[src/rtl/env_pkg.sv]
package env_pkg;

    // Step state machine states
    typedef enum logic [1:0] {
        ENV_FROZEN   = 2'd0,
        ENV_RUN_UP   = 2'd1,
        ENV_RUN_DOWN = 2'd2
    } env_state_t;

    // Shape code fields; packed order matches bit positions 3..0
    typedef struct packed {
        logic cont;
        logic attack;
        logic alt;
        logic hold;
    } env_shape_t;

endpackage

[src/rtl/env_prescaler.sv]
module env_prescaler #(
    parameter int PRE_W = 8
) (
    input  logic clk,
    input  logic rst_n,
    input  logic clear,
    output logic tick
);
    localparam logic [PRE_W-1:0] PRE_LAST = '1;
    localparam logic [PRE_W-1:0] PRE_ONE  = PRE_W'(1);

    logic [PRE_W-1:0] cnt_q;

    always_ff @(posedge clk) begin
        if (!rst_n || clear) begin
            cnt_q <= '0;
        end else begin
            cnt_q <= cnt_q + PRE_ONE;
        end
    end

    assign tick = (cnt_q == PRE_LAST) && !clear;

endmodule

[src/rtl/env_period_ctr.sv]
module env_period_ctr #(
    parameter int PERIOD_W = 16
) (
    input  logic                clk,
    input  logic                rst_n,
    input  logic                clear,
    input  logic                pre_tick,
    input  logic [PERIOD_W-1:0] period,
    output logic                step
);
    localparam logic [PERIOD_W-1:0] P_ONE = PERIOD_W'(1);

    logic [PERIOD_W-1:0] cnt_q;
    logic [PERIOD_W-1:0] last_idx;
    logic                at_last;

    // Period 0 behaves as period 1: last index is 0 in both cases
    always_comb begin
        if (period == '0) begin
            last_idx = '0;
        end else begin
            last_idx = period - P_ONE;
        end
    end

    // Greater-or-equal guards against a period lowered mid-count
    assign at_last = (cnt_q >= last_idx);

    always_ff @(posedge clk) begin
        if (!rst_n || clear) begin
            cnt_q <= '0;
        end else if (pre_tick) begin
            if (at_last) begin
                cnt_q <= '0;
            end else begin
                cnt_q <= cnt_q + P_ONE;
            end
        end
    end

    assign step = pre_tick && at_last;

endmodule

[src/rtl/env_step_fsm.sv]
module env_step_fsm
    import env_pkg::*;
#(
    parameter int LVL_W = 4
) (
    input  logic             clk,
    input  logic             rst_n,
    input  logic             restart,
    input  logic             step,
    input  env_shape_t       shape,
    output logic [LVL_W-1:0] level,
    output env_state_t       state
);
    localparam logic [LVL_W-1:0] LVL_MAX = '1;
    localparam logic [LVL_W-1:0] LVL_MIN = '0;
    localparam logic [LVL_W-1:0] LVL_ONE = LVL_W'(1);

    env_state_t       state_q, state_d;
    logic [LVL_W-1:0] lvl_q, lvl_d;
    logic             going_up;
    logic             at_end;

    assign going_up = (state_q == ENV_RUN_UP);
    assign at_end   = going_up ? (lvl_q == LVL_MAX) : (lvl_q == LVL_MIN);

    // Next-state and next-level decision
    always_comb begin
        state_d = state_q;
        lvl_d   = lvl_q;
        if (restart) begin
            // T_RESTART
            state_d = shape.attack ? ENV_RUN_UP : ENV_RUN_DOWN;
            lvl_d   = shape.attack ? LVL_MIN : LVL_MAX;
        end else if (step) begin
            unique case (state_q)
                ENV_FROZEN: begin
                    state_d = ENV_FROZEN;
                    lvl_d   = lvl_q;
                end
                ENV_RUN_UP, ENV_RUN_DOWN: begin
                    if (!at_end) begin
                        // T_STEP
                        lvl_d = going_up ? (lvl_q + LVL_ONE) : (lvl_q - LVL_ONE);
                    end else if (!shape.cont) begin
                        // T_WRAP_STOP
                        state_d = ENV_FROZEN;
                        lvl_d   = LVL_MIN;
                    end else if (shape.hold) begin
                        // T_WRAP_HOLD
                        state_d = ENV_FROZEN;
                        lvl_d   = (shape.alt ^ going_up) ? LVL_MAX : LVL_MIN;
                    end else if (shape.alt) begin
                        // T_WRAP_REVERSE: extreme level is kept one more interval
                        state_d = going_up ? ENV_RUN_DOWN : ENV_RUN_UP;
                        lvl_d   = lvl_q;
                    end else begin
                        // T_WRAP_REPEAT
                        state_d = state_q;
                        lvl_d   = going_up ? LVL_MIN : LVL_MAX;
                    end
                end
                default: begin
                    state_d = ENV_FROZEN;
                    lvl_d   = LVL_MIN;
                end
            endcase
        end
    end

    // State register
    always_ff @(posedge clk) begin
        if (!rst_n) begin
            state_q <= ENV_FROZEN;
        end else begin
            state_q <= state_d;
        end
    end

    // Output register
    always_ff @(posedge clk) begin
        if (!rst_n) begin
            lvl_q <= LVL_MIN;
        end else begin
            lvl_q <= lvl_d;
        end
    end

    assign level = lvl_q;
    assign state = state_q;

endmodule

[src/rtl/env_shape_gen.sv]
module env_shape_gen
    import env_pkg::*;
#(
    parameter int PERIOD_W = 16,
    parameter int PRE_W    = 8,
    parameter int LVL_W    = 4,
    parameter int SHAPE_W  = 4
) (
    input  logic                clk,
    input  logic                rst_n,
    input  logic [PERIOD_W-1:0] period,
    input  logic [SHAPE_W-1:0]  shape,
    input  logic                restart,
    output logic [LVL_W-1:0]    level
);
    logic       pre_tick;
    logic       step_w;
    env_state_t fsm_state;
    env_shape_t shape_s;

    assign shape_s = env_shape_t'(shape[3:0]);

    env_prescaler #(.PRE_W(PRE_W)) u_pre (
        .clk   (clk),
        .rst_n (rst_n),
        .clear (restart),
        .tick  (pre_tick)
    );

    env_period_ctr #(.PERIOD_W(PERIOD_W)) u_per (
        .clk      (clk),
        .rst_n    (rst_n),
        .clear    (restart),
        .pre_tick (pre_tick),
        .period   (period),
        .step     (step_w)
    );

    env_step_fsm #(.LVL_W(LVL_W)) u_fsm (
        .clk     (clk),
        .rst_n   (rst_n),
        .restart (restart),
        .step    (step_w),
        .shape   (shape_s),
        .level   (level),
        .state   (fsm_state)
    );

endmodule

[config.mk]
export PLATFORM = sky130hd
export DESIGN_NAME = env_shape_gen
export DESIGN_NICKNAME = d
export VERILOG_FILES = /design/src/rtl/env_pkg.sv /design/src/rtl/env_prescaler.sv /design/src/rtl/env_period_ctr.sv /design/src/rtl/env_step_fsm.sv /design/src/rtl/env_shape_gen.sv
export SDC_FILE = /design/constraint.sdc
export NUM_CORES = 1
export LEC_CHECK = 0
export ABC_AREA = 1
export BUFFER_PORTS_ARGS = -buffer_cell sky130_fd_sc_hd__buf_2
export CORE_ASPECT_RATIO = 1.2
export CORE_MARGIN = 3
export CORE_UTILIZATION = 40
export CTS_CLUSTER_DIAMETER = 40
export CTS_CLUSTER_SIZE = 20
export DETAILED_ROUTE_END_ITERATION = 16
export PLACE_DENSITY = 0.66
export SLEW_MARGIN = 20
export SYNTH_ARGS = -nofsm -noshare
export SYNTH_HDL_FRONTEND = slang
export SYNTH_SLANG_ARGS = --single-unit
[constraint.sdc]
create_clock -name clk -period 7 [get_ports clk]
set_clock_uncertainty 0.15 [all_clocks]
set_input_delay 1.4 -clock clk [delete_from_list [all_inputs] [get_ports clk]]
set_output_delay 1.4 -clock clk [all_outputs]
set_load 0.01 [all_outputs]
# Word-level counts from Yosys, hierarchy flattened
# Index checks and enable logic that the tools add are counted.
dict set report word_totals {
  regBits 30
  in_bits 23
  output_inout_bits 4
  elab_cells 54
}
dict set report classes {
  n_addsub 5
  order_cmp 1
  n_eq_ne 8
  mux 23
  n_bitwise 1
  reduce_logical 12
}
# operator n
set op_table {}
lappend op_table {{2-to-1 mux 4 bit} 10}
lappend op_table {{2-to-1 mux 16 bit} 2}
lappend op_table {{2-to-1 mux 2 bit} 9}
lappend op_table {{adder 16 x 1 -> 16 bit, second input constant} 1}
lappend op_table {{>= comparator 16 bit} 1}
lappend op_table {{logical NOT 16 bit} 1}
lappend op_table {{subtractor 16 x 1 -> 16 bit, second input constant} 1}
lappend op_table {{adder 8 x 1 -> 8 bit, second input constant} 1}
lappend op_table {{equality test 8 bit, second input constant} 1}
lappend op_table {{one-hot mux 4 bit (2 select lines)} 1}
lappend op_table {{!= test 6 bit, second input constant} 1}
lappend op_table {{AND reduction 3 bit} 2}
lappend op_table {{!= test 5 bit, second input constant} 1}
lappend op_table {{adder 4 x 1 -> 4 bit, second input constant} 1}
lappend op_table {{equality test 4 bit, second input constant} 1}
lappend op_table {{logical NOT 4 bit} 1}
lappend op_table {{subtractor 4 x 1 -> 4 bit, second input constant} 1}
lappend op_table {{!= test 3 x 2 -> 1 bit, second input constant} 1}
lappend op_table {{equality test 2 x 1 -> 1 bit, second input constant} 1}
lappend op_table {{equality test 2 bit, second input constant} 1}
lappend op_table {{logical AND 1 bit} 2}
lappend op_table {{logical NOT 1 bit} 2}
lappend op_table {{logical NOT 2 bit} 1}
lappend op_table {{!= test 2 bit, second input constant} 1}
lappend op_table {{other kinds (5)} 5}

# Logic depth before layout (Yosys ltp)
# Gate-level depths: netlist of run 1.
dict set report depth {
  depth_word 9
  mapped_depth 24
  mapped_depth_nobuf 23
}

# Hierarchy
# From an unflattened synthesis of run 1, not the netlist that was laid out.
dict set report unflattened {
  hier_cells 416
  hier_area_um2 2580.0
}
# mod instances cells_per_inst area_each_um2 seq_area_each_um2
set by_module_without_submodules {}
lappend by_module_without_submodules {env_period_ctr 1 264 1627.8 320.3}
lappend by_module_without_submodules {env_step_fsm 1 102 604.3 120.1}
lappend by_module_without_submodules {env_prescaler 1 50 347.8 160.2}

# Least setup slack after synthesis of run 1
# No wires, ideal clock.
dict set report synth_timing {
  path_kind {input port to flip-flop}
  startpoint {input port period[0]}
  endpoint {register u_fsm.lvl_q[0], in the netlist u_fsm.level[0]}
  setup_time_ns 0.115
  t_arrival_ns 3.450
  t_required_ns 6.735
  setup_slack_ns 3.285
  stages 21
  path_buffers 1
  path_cell_list {inv_1 -> ha_1 -> inv_1 -> nor2_2 -> inv_1 -> nor2_1 -> inv_1 -> nor2_2 -> xor2_1 -> nand2_1 -> ha_1 -> nand4_1 -> nor3_1 -> nand2_1 -> nand2_1 -> nand2_2 -> nand2_2 -> buf_6 -> nand3_1 -> nand2_1 -> nor2_1}
}
dict set report synth_via {
  elab_chain_len 6
  word_cells_on_any_way 7
  cone_classes {add/sub: 1; order compare: 1; mux: 1; reduce/logical: 4}
}
# item line
set synth_lines {}
lappend synth_lines {{start: declaration} env_shape_gen.sv:11} ;# input logic [PERIOD_W-1:0] period,
lappend synth_lines {{subtractor 16 x 1 -> 16 bit / logical NOT 16 bit (equally long branches)} {env_period_ctr.sv:22, env_period_ctr.sv:19}}
lappend synth_lines {{2-to-1 mux 16 bit *} env_period_ctr.sv:19} ;# if (period == '0) begin
lappend synth_lines {{>= comparator 16 bit *} env_period_ctr.sv:27} ;# assign at_last = (cnt_q >= last_idx);
lappend synth_lines {{logical AND 1 bit *} env_period_ctr.sv:41} ;# assign step = pre_tick && at_last;
lappend synth_lines {{nonzero test 2 bit (no source line) *} -}
lappend synth_lines {{AND reduction 3 bit (no source line) *} -}
lappend synth_lines {{end signal: assignment} env_step_fsm.sv:84} ;# lvl_q <= lvl_d;
lappend synth_lines {{end: declaration} env_step_fsm.sv:19} ;# logic [LVL_W-1:0] lvl_q, lvl_d;
# Every way passes the cells marked *; elsewhere a longest branch is shown, timed or not.
# A chain may end at the register's enable or synchronous reset.

# Worst setup path in the final report of run 1
dict set report layout_timing {
  startpoint {input port period[0]}
  endpoint {register u_fsm.lvl_q[1], in the netlist u_fsm.level[1]}
}
# The elaborated chain is that of the path after synthesis.

==> metrics.yaml, run 1 <==
holdWs_ns: 0.2997
tightest_slew_ns: 0.3809
ys_warn_count: 0
crit_path_end_kind: "register"
cts_hold_buffers: 0
rows: 31
setup_violations: 0
grt_pass1_vias: 2289
place.gp.congestion: 0.8205
relSlewSlack_pct: 74.40
final_cell_area_sq_mm: 0.002888
via_per_inst: 4.904
irDropWorstVdd_v: 0.0001117
slowest_delay_ns: 0.30
multi_input_area_sq_mm: 0.001737
totalWireLength_microns: 5411
antenna_cells: 0
ant_nets: 0
cts_made_buffers: 5
synth_cells: 387
final_nets: 465
dp.cells: 492
ys_seq_area_share_pct: 23.19
grt-ovfl-total: 0
start_util_pct: 42.00
n_fill_cell: 647
hold_class: "register to register"
grt_pass1_wl_microns: 9446
cts_sinks: 30
dr.first_iter.drc_count: 49
grt_max_degree: 14
maxSlewViolCount: 0
drv_cap: 0
synth_cell_types: 34
fmax_ghz: 0.2589
rsz0062_at_grt: "no"
cts_max_level: 2
die-height_microns: 94.15
drive_gt1_share_pct: 17.94
r2r_slack_ns: 4.82
die_area_sq_mm: 0.007480
synth_async_sr_flop_share_pct: 0
path_max_fanout: 12
clkTransAtPathRegs_ns: 0.07
leakage_nw: 1.254
yosys-top-cells-count: "nand2_1, inv_1, nor2_1"
crit_chain: "buf_2 > inv_1 > ha_1 > inv_1 > nor2_2 > inv_1 > nor2_1 > inv_1 > nor2_2 > xor2_1 > nand2_1 > ha_1 > nand4_1 > nor3_1 > nand2_1 > nand2_1 > nand2_2 > nand2_2 > nand3_1 > nand2_1 > nor2_1"
syn-mean-instance-area_sq_um: 6.692
track_usage_pct: 15.40
synth_flop_cell: "dfxtp_1"
area_growth_pct: 11.50
ys_ff_latch: 30
instances_no_fill: 500
drcViolationCount: 0
ios: 27
wl_per_cell_microns: 10.82
fp.coreArea_sq_mm: 0.006167
finalHoldViolCount: 0
cp.arrival_ns: 3.88
criticalPathCategory: "input port to register"
crit_slowest_cell: "ha_1"
status: "complete, no violations"
drt_pass1_iterations: 4
cp-start-kind: "input port"
synthTopCellsByArea: "dfxtp_1, nand2_1, ha_1"
powerDensity_mw_per_mm2: 141.0
postPlaceCellArea_sq_mm: 0.002793
synth_top_area_share_pct: 23.19
required_ns: 7.02
synth_nets: 435
place.detailed.hpwl_microns: 4399
cts-resized-gates: 0
max-clock-path-buffers: 2
clockRootBuffer: "clkbuf_8"
antenna_found_initial: 0
portBuffers: 26
fp.dieW_microns: 79.46
vias: 2452
synth_edf_count: 0
setup-tns-final_ns: 0
syn_area_sq_mm: 0.002590
synth_top_cell_by_area: "dfxtp_1"
yosysMostFrequentCell: "nand2_1"
insertion_delay_ns: 0.28
tritoncts: "yes"
finalCritPeriodShare_pct: 55.18
fin_crit_ns: 3.863
regArea_sq_um: 600.6
post_cts_buffers: 0
-- through the flow --
| step | worst slack (ns) | utilization [%] | total power [mW] |
|---|---|---|---|
| floorplan | 3.285 | - | 0.2418 |
| global placement | 2.894 | 45.28 | 0.2634 |
| detailed placement | 2.866 | 45.28 | 0.2658 |
| CTS | 3.161 | 46.82 | 0.4124 |
| global route | 2.861 | 46.82 | 0.4357 |
| finish | 3.137 | 46.82 | 0.4073 |
-- worst max-delay path, delay by kind of cell --
family,cells,cell delay [ns]
and+or+nand+nor,13,1.44
adders and majority gates,2,0.46
buffers and inverters,5,0.40
xor gates and xnor gates,1,0.17
-- placed cells by master (no fill, tap or decap), drive strengths merged, types with 12 or more instances in the layout --
cell type  count
inv           58
nand2         86
nor2          60
nor3          19
buf           26
nand3         26
ha            24
xor2          12
a21oi         31
dfxtp         30
-- sequential cells by signal, summed over array words and instances (netlist names) --
signal       count
u_fsm.level      4
u_fsm.state      2
u_per.cnt_q     16
u_pre.cnt_q      8
-- where the power goes --
part	internal [mW]	switching, mW
Clock	0.0789	0.0662
Combinational	0.0330	0.0497
Sequential	0.175	0.00476
-- final timing paths --
kind | start | to | cells after the start
max | period[0] | u_fsm.level[1]$_SDFFE_PN0P_ | 21
min | u_pre.cnt_q[0]$_SDFF_PP0_ | u_pre.cnt_q[0]$_SDFF_PP0_ | 1
max reg2reg | u_fsm.state[0]$_SDFFE_PN0P_ | u_fsm.level[3]$_SDFFE_PN0P_ | 11
min reg2reg | u_pre.cnt_q[0]$_SDFF_PP0_ | u_pre.cnt_q[0]$_SDFF_PP0_ | 1
-- cell type report --
| type | instances | share of cell area (%) |
|---|---|---|
| Clock buffer | 6 | 2.860 |
| Sequential cell | 30 | 20.80 |
| Timing Repair Buffer | 26 | 4.506 |
| Inverter | 59 | 7.712 |
| Tap cell | 82 | 3.553 |
| Multi-Input combinational cell | 295 | 60.14 |
| Clock inverter | 2 | 0.4333 |
-- per-layer routing --
layer  GRT usage [%]  up-vias  share of wire, %
met5               0        -                 0
met4           4.728        0               1.6
met3           2.303        7               3.6
met2           27.37       43                48
met1           18.86     1093                46
li1                -     1309                 -
-- cell families after synthesis --
| logic type | count (synthesis) | share of synthesized area (%) |
|---|---|---|
| adders and majority gates | 25 | 12.37 |
| xor gates and xnor gates | 15 | 5.073 |
| buffers and inverters | 62 | 9.758 |
| AOI/OAI and AO/OA | 44 | 8.889 |
| DFF | 30 | 23.19 |
| and+or+nand+nor | 211 | 40.72 |
Note: power is estimated with default switching activity, not from simulation.
==> run 2, diff against run 1 <==
--- a/config.mk
+++ b/config.mk
@@ -13,7 +13,7 @@
 export CTS_CLUSTER_DIAMETER = 40
 export CTS_CLUSTER_SIZE = 20
 export DETAILED_ROUTE_END_ITERATION = 16
-export PLACE_DENSITY = 0.66
+export PLACE_DENSITY = 0.68
 export SLEW_MARGIN = 20
 export SYNTH_ARGS = -nofsm -noshare
 export SYNTH_HDL_FRONTEND = slang
==> constraint.sdc (replaced) <==
create_clock -name clk -period 3.53 [get_ports clk]
set_clock_uncertainty 0.15 [all_clocks]
set_input_delay 0.706 -clock clk [delete_from_list [all_inputs] [get_ports clk]]
set_output_delay 0.706 -clock clk [all_outputs]
set_load 0.01 [all_outputs]
==> metrics.yaml, run 2 (synthesis gave the netlist of run 1 again) <==
status: "complete, no violations"
setup-tns-final_ns: 0  # unchanged
finalCritPeriodShare_pct: 90.77
fp.coreArea_sq_mm: 0.006167  # unchanged
cts_sinks: 30  # unchanged
final_cell_mix: "nand2_1, inv_1, nor2_1"
via_per_inst: 4.896  # -0.15%
place.gp.congestion: 0.8329  # +1.5%
die-height_microns: 94.15  # unchanged
largest_reg_flops: 16  # unchanged
grt_pass1_wl_microns: 9480  # +0.36%
drive_gt1_share_pct: 18.10  # +0.15 points
fin_crit_ns: 3.204
rsz0062_at_grt: "no"
min_from: "u_pre.cnt_q[0]$_SDFF_PP0_"
cts-resized-gates: 0  # unchanged
cp.arrival_ns: 3.23  # -0.65 ns
r2r-end: "u_fsm.level[3]$_SDFFE_PN0P_"
die_area_sq_mm: 0.007480  # unchanged
antenna_cells: 0  # unchanged
r2r_slack_ns: 1.39  # -3.43 ns
drt_pass1_iterations: 4  # unchanged
finalHoldViolCount: 0  # unchanged
tightest_slew_ns: 0.3553  # -0.02560 ns
antenna_found_initial: 0  # unchanged
crit_path_end_kind: "register"
area_growth_pct: 11.93
place.detailed.hpwl_microns: 4325  # -1.7%
vias: 2458  # +0.24%
criticalPathCategory: "input port to register"
portBuffers: 26  # unchanged
fmax_ghz: 0.3121
hold_class: "register to register"
ios: 27  # unchanged
maxSlewViolCount: 0  # unchanged
wl_per_cell_microns: 10.54  # -2.6%
fp.dieW_microns: 79.46  # unchanged
path_max_fanout: 12  # unchanged
drcViolationCount: 0  # unchanged
grt_pass1_vias: 2323  # +1.5%
grt_max_degree: 14  # unchanged
required_ns: 3.55  # -3.47 ns
final_common_cell: "nand2_1"
cts_made_buffers: 5  # unchanged
hold_path_end: "u_pre.cnt_q[0]$_SDFF_PP0_"
max-clock-path-buffers: 2  # unchanged
clkTransAtPathRegs_ns: 0.06  # about the same
totalWireLength_microns: 5289  # -2.3%
post_cts_buffers: 0  # unchanged
final_nets: 467  # +0.43%
ant_nets: 0  # unchanged
cp-start-kind: "input port"
hold_depth: 1  # unchanged
drv_cap: 0  # unchanged
track_usage_pct: 15.31  # -0.089 points
cts_hold_buffers: 0  # unchanged
reg2reg_from: "u_fsm.state[1]$_SDFFE_PN0P_"
finalWorstSetupSlack_ns: 0.3260  # -2.811 ns
start_util_pct: 42.00  # unchanged
rows: 31  # unchanged
regMostFlops: "u_per.cnt_q"
cts_max_level: 2  # unchanged
powerDensity_mw_per_mm2: 276.7  # +96%
irDropWorstVdd_v: 0.0002383  # +110%
n_fill_cell: 648  # +0.15%
dr.first_iter.drc_count: 86  # +76%
setup_violations: 0  # unchanged
tritoncts: "yes"
leakage_nw: 1.266  # +0.93%
grt-ovfl-total: 0  # unchanged
place_ws_ns: 0.04523  # -2.821 ns
relSlewSlack_pct: 76.32  # +1.9 points
insertion_delay_ns: 0.28  # about the same
rr_worst_depth: 12  # +1
clockRootBuffer: "clkbuf_8"
[run 2: cell types whose count changed in the layout (fill, tap and decap cells not counted)]
| cell | change |
|---|---|
| buf_4 | +2 |
| clkbuf_1 | +1 |
| clkinvlp_4 | -1 |
[run 2: metrics by stage]
stage	instance area (sq um)	instances	util (%)	hold WS [ns]	total power, mW
floorplan	2590	387	-	0.2675	0.4795
global placement	2808	494	45.53	0.2856	0.5227
CTS	2899	502	47.01	0.3115	0.8131
finish	2899	502	47.01	0.3024	0.8022
global route	2899	502	47.01	0.3324	0.8525
detailed placement	2808	494	45.53	0.2963	0.5263
[run 2: worst max-delay path by stage]
stage,end,startpoint,cells after the start
finish,u_fsm.level[1]$_SDFFE_PN0P_,period[0],21
global route,u_fsm.level[2]$_SDFFE_PN0P_,period[0],21
CTS,u_fsm.level[1]$_SDFFE_PN0P_,period[0],21
detailed placement,u_fsm.level[1]$_SDFFE_PN0P_,period[0],21
global placement,u_fsm.level[1]$_SDFFE_PN0P_,period[0],21
floorplan,u_fsm.level[1]$_SDFFE_PN0P_,period[0],21
[run 2: layout make-up]
| class | instances | area (sq um) | area share, % |
|---|---|---|---|
| repair buffers | 28 | 145.1 | 5.006 |
| flip-flops and latches | 30 | 600.6 | 20.72 |
| multi-input cells | 295 | 1737 | 59.91 |
| inverters | 59 | 222.7 | 7.682 |
| clock inverters | 1 | 5.005 | 0.1726 |
| well taps | 82 | 102.6 | 3.539 |
| clock buffers | 7 | 86.33 | 2.978 |
[run 2: power by group]
group	switching, mW	internal, mW
Sequential	0.00898	0.347
Clock	0.126	0.157
Combinational	0.0973	0.0660
[run 2: worst max-delay path: stages]
cell     delay (ns)
buf_2          0.11
inv_1          0.07
ha_1           0.16
inv_1          0.07
nor2_2         0.14
inv_1          0.07
nor2_1         0.11
inv_1          0.09
nor2_2         0.18
xor2_1         0.17
nand2_1        0.09
ha_1           0.32
nand4_1        0.10
nor3_1         0.15
nand2_1        0.08
nand2_1        0.12
nand2_2        0.09
nand2_2        0.18
nand3_1        0.09
nand2_1        0.08
nor2_1         0.04
[run 2: per-layer routing]
metal / track usage (%) / up-vias / part of all wire [%]
li1: - / 1314 / -
met1: 18.47 / 1081 / 47
met2: 26.95 / 54 / 47
met3: 2.495 / 9 / 3.8
met4: 5.587 / 0 / 1.6
met5: 0 / - / 0
==> run 3, diff against run 2 <==
--- a/config.mk
+++ b/config.mk
@@ -9,11 +9,12 @@
 export BUFFER_PORTS_ARGS = -buffer_cell sky130_fd_sc_hd__buf_2
 export CORE_ASPECT_RATIO = 1.2
 export CORE_MARGIN = 3
-export CORE_UTILIZATION = 40
+export CORE_UTILIZATION = 38
 export CTS_CLUSTER_DIAMETER = 40
 export CTS_CLUSTER_SIZE = 20
 export DETAILED_ROUTE_END_ITERATION = 16
-export PLACE_DENSITY = 0.68
+export PLACE_DENSITY = 0.66
+export REMOVE_ABC_BUFFERS = 1
 export SLEW_MARGIN = 20
 export SYNTH_ARGS = -nofsm -noshare
 export SYNTH_HDL_FRONTEND = slang
==> metrics.yaml, run 3 (synthesis gave the netlist of run 1 again) <==
startpoint: "period[0]"
clkTransAtPathRegs_ns: 0.07  # about the same
totalWireLength_microns: 5325  # +0.68%
crit_slowest_cell: "ha_1"
track_usage_pct: 14.88  # -0.43 points
grt_busiest_layer: "met2"
powerDensity_mw_per_mm2: 276.3  # -0.16%
fp.dieW_microns: 81.37  # +2.4%
grt_pass1_vias: 2308  # -0.65%
setup_violations: 0  # unchanged
max-clock-path-buffers: 2  # unchanged
crit_chain: "buf_2 > inv_1 > ha_1 > inv_1 > nor2_2 > inv_1 > nor2_1 > inv_1 > nor2_2 > xor2_1 > nand2_1 > ha_1 > nand2_1 > o21ai_0 > a21oi_1 > nand2_1 > nand2_2 > nand2_2 > nand3_1 > nand2_1 > nor2_1"
internal_power_mw: 0.5699  # about the same
place.gp.congestion: 0.8333  # about the same
antenna_cells: 0  # unchanged
grt_max_degree: 14  # unchanged
required_ns: 3.56  # about the same
die_area_sq_mm: 0.007846  # +4.9%
fp.coreArea_sq_mm: 0.006526  # +5.8%
drive_gt1_share_pct: 18.29  # +0.19 points
holdWs_ns: 0.2972  # -0.005137 ns
power.total_mw: 0.8040  # +0.22%
area_growth_pct: 12.37
switching_share_pct: 29.11  # +0.11 points
clockPowerShare_pct: 35.3  # about the same
cts_hold_buffers: 0  # unchanged
rows: 32  # +3.2%
via_per_inst: 4.828  # -1.4%
ant_nets: 0  # unchanged
cts_made_buffers: 5  # unchanged
antenna_found_initial: 0  # unchanged
fmax_ghz: 0.3179  # +1.9%
crit_end: "u_fsm.level[1]$_SDFFE_PN0P_"
met2_usage_pct: 26.56  # -0.39 points
largest_reg_flops: 16  # unchanged
cts_max_level: 2  # unchanged
irDropWorstVdd_v: 0.0002175  # -8.7%
criticalPathCategory: "input port to register"
r2r_slack_ns: 1.36  # -0.03 ns
path_buf_inv: 5  # unchanged
tightest_slew_ns: 0.3546  # -0.0006254 ns
insertion_delay_ns: 0.28  # about the same
ios: 27  # unchanged
grt_pass1_wl_microns: 9404  # -0.80%
hold_class: "register to register"
rr_worst_depth: 12  # unchanged
final_nets: 468  # +0.21%
rsz0062_at_grt: "no"
vias: 2443  # -0.61%
min_from: "u_pre.cnt_q[0]$_SDFF_PP0_"
place.detailed.hpwl_microns: 4256  # -1.6%
regMostFlops: "u_per.cnt_q"
status: "complete, no violations"
relSlewSlack_pct: 76.36  # about the same
path_max_fanout: 12  # unchanged
use_met1_pct: 17.87  # -0.60 points
finalCritPeriodShare_pct: 89.10  # -1.7 points
cp_top_family: "simple AND/OR/NAND/NOR gates"
cts_sinks: 30  # unchanged
grt-ovfl-total: 0  # unchanged
drt_pass1_iterations: 4  # unchanged
comb_power_share_pct: 20.3  # about the same
fin_util_pct: 44.59  # -2.4 points
cp.arrival_ns: 3.18  # -0.05 ns
setup-tns-final_ns: 0  # unchanged
final_cell_mix: "nand2_1, inv_1, nor2_1"
slowest_delay_ns: 0.31  # about the same
r2r-end: "u_fsm.level[3]$_SDFFE_PN0P_"
leakage_nw: 1.271  # +0.41%
post_cts_buffers: 0  # unchanged
gr-usage-met3_pct: 2.226  # -0.27 points
dr.first_iter.drc_count: 60  # -30%
drv_cap: 0  # unchanged
maxSlewViolCount: 0  # unchanged
wl_per_cell_microns: 10.52  # -0.12%
crit_path_end_kind: "register"
cts-resized-gates: 0  # unchanged
finalHoldViolCount: 0  # unchanged
clockRootBuffer: "clkbuf_8"
start_util_pct: 39.69  # -2.3 points
fin_crit_ns: 3.145  # -0.05870 ns
cp.depth: 21  # unchanged
tritoncts: "yes"
portBuffers: 26  # unchanged
reg2reg_from: "u_fsm.state[1]$_SDFFE_PN0P_"
p_sw_mw: 0.2341  # +0.59%
p_seq_share_pct: 44.3  # about the same
final_common_cell: "nand2_1"
cp-start-kind: "input port"
die-height_microns: 96.44  # +2.4%
drcViolationCount: 0  # unchanged
[run 3: cell types whose count changed in the layout (fill, tap and decap cells not counted)]
cell,delta
buf_4,+1
[run 3: worst min-delay path by stage]
| stage | endpoint | slack [ns] | cells past startpoint |
|---|---|---|---|
| finish | u_pre.cnt_q[0]$_SDFF_PP0_ | 0.30 | 1 |
| global route | u_pre.cnt_q[0]$_SDFF_PP0_ | 0.32 | 1 |
| CTS | u_pre.cnt_q[0]$_SDFF_PP0_ | 0.31 | 1 |
| detailed placement | u_pre.cnt_q[0]$_SDFF_PP0_ | 0.29 | 1 |
| global placement | u_pre.cnt_q[0]$_SDFF_PP0_ | 0.28 | 1 |
| floorplan | u_pre.cnt_q[0]$_SDFF_PP0_ | 0.27 | 1 |
[run 3: power by group through the flow]
| stage | logic [mW] | clock network [mW] | registers (mW) |
|---|---|---|---|
| 2_1_floorplan | 0.114 | 0 | 0.363 |
| 3_3_place_gp | 0.161 | 0 | 0.364 |
| 3_5_place_dp | 0.164 | 0 | 0.364 |
| 4_1_cts | 0.165 | 0.294 | 0.356 |
| 5_1_grt | 0.193 | 0.306 | 0.358 |
| 6_report | 0.164 | 0.284 | 0.356 |
[run 3: routing by layer]
layer,wire [microns],vias up,part of all wire (%)
met4,82,0,1.5
met2,2503,47,47
met1,2529,1070,47
li1,-,1319,-
met5,0,-,0
met3,210,7,3.9
[run 3: cell type report]
| class | instances | area (sq um) |
|---|---|---|
| Fill cell | 668 | 3616 |
| Multi-Input combinational cell | 295 | 1737 |
| Sequential cell | 30 | 600.6 |
| Inverter | 59 | 222.7 |
| Timing Repair Buffer | 29 | 152.6 |
| Tap cell | 85 | 106.4 |
| Clock buffer | 7 | 86.33 |
| Clock inverter | 1 | 5.005 |
[run 3: worst register-to-register path, cell delays in order (launching register included)]
cell and delay [ns]:
dfxtp_1 0.31, inv_1 0.07, ha_1 0.26, inv_1 0.14, ha_1 0.34, a21oi_1 0.16
nand2_1 0.07, or2_2 0.27, nand3_1 0.07, a21oi_1 0.07, nand3_1 0.08, nand2_1 0.05
nor2_1 0.08
[run 3: per-stage QoR]
step	area (sq um)	setup slack, ns	std cells
detailed placement	2819	0.09167	498
global placement	2819	0.1008	498
CTS	2910	0.3733	506
global route	2910	0.1022	506
finish	2910	0.3847	506
floorplan	2560	0.5368	384
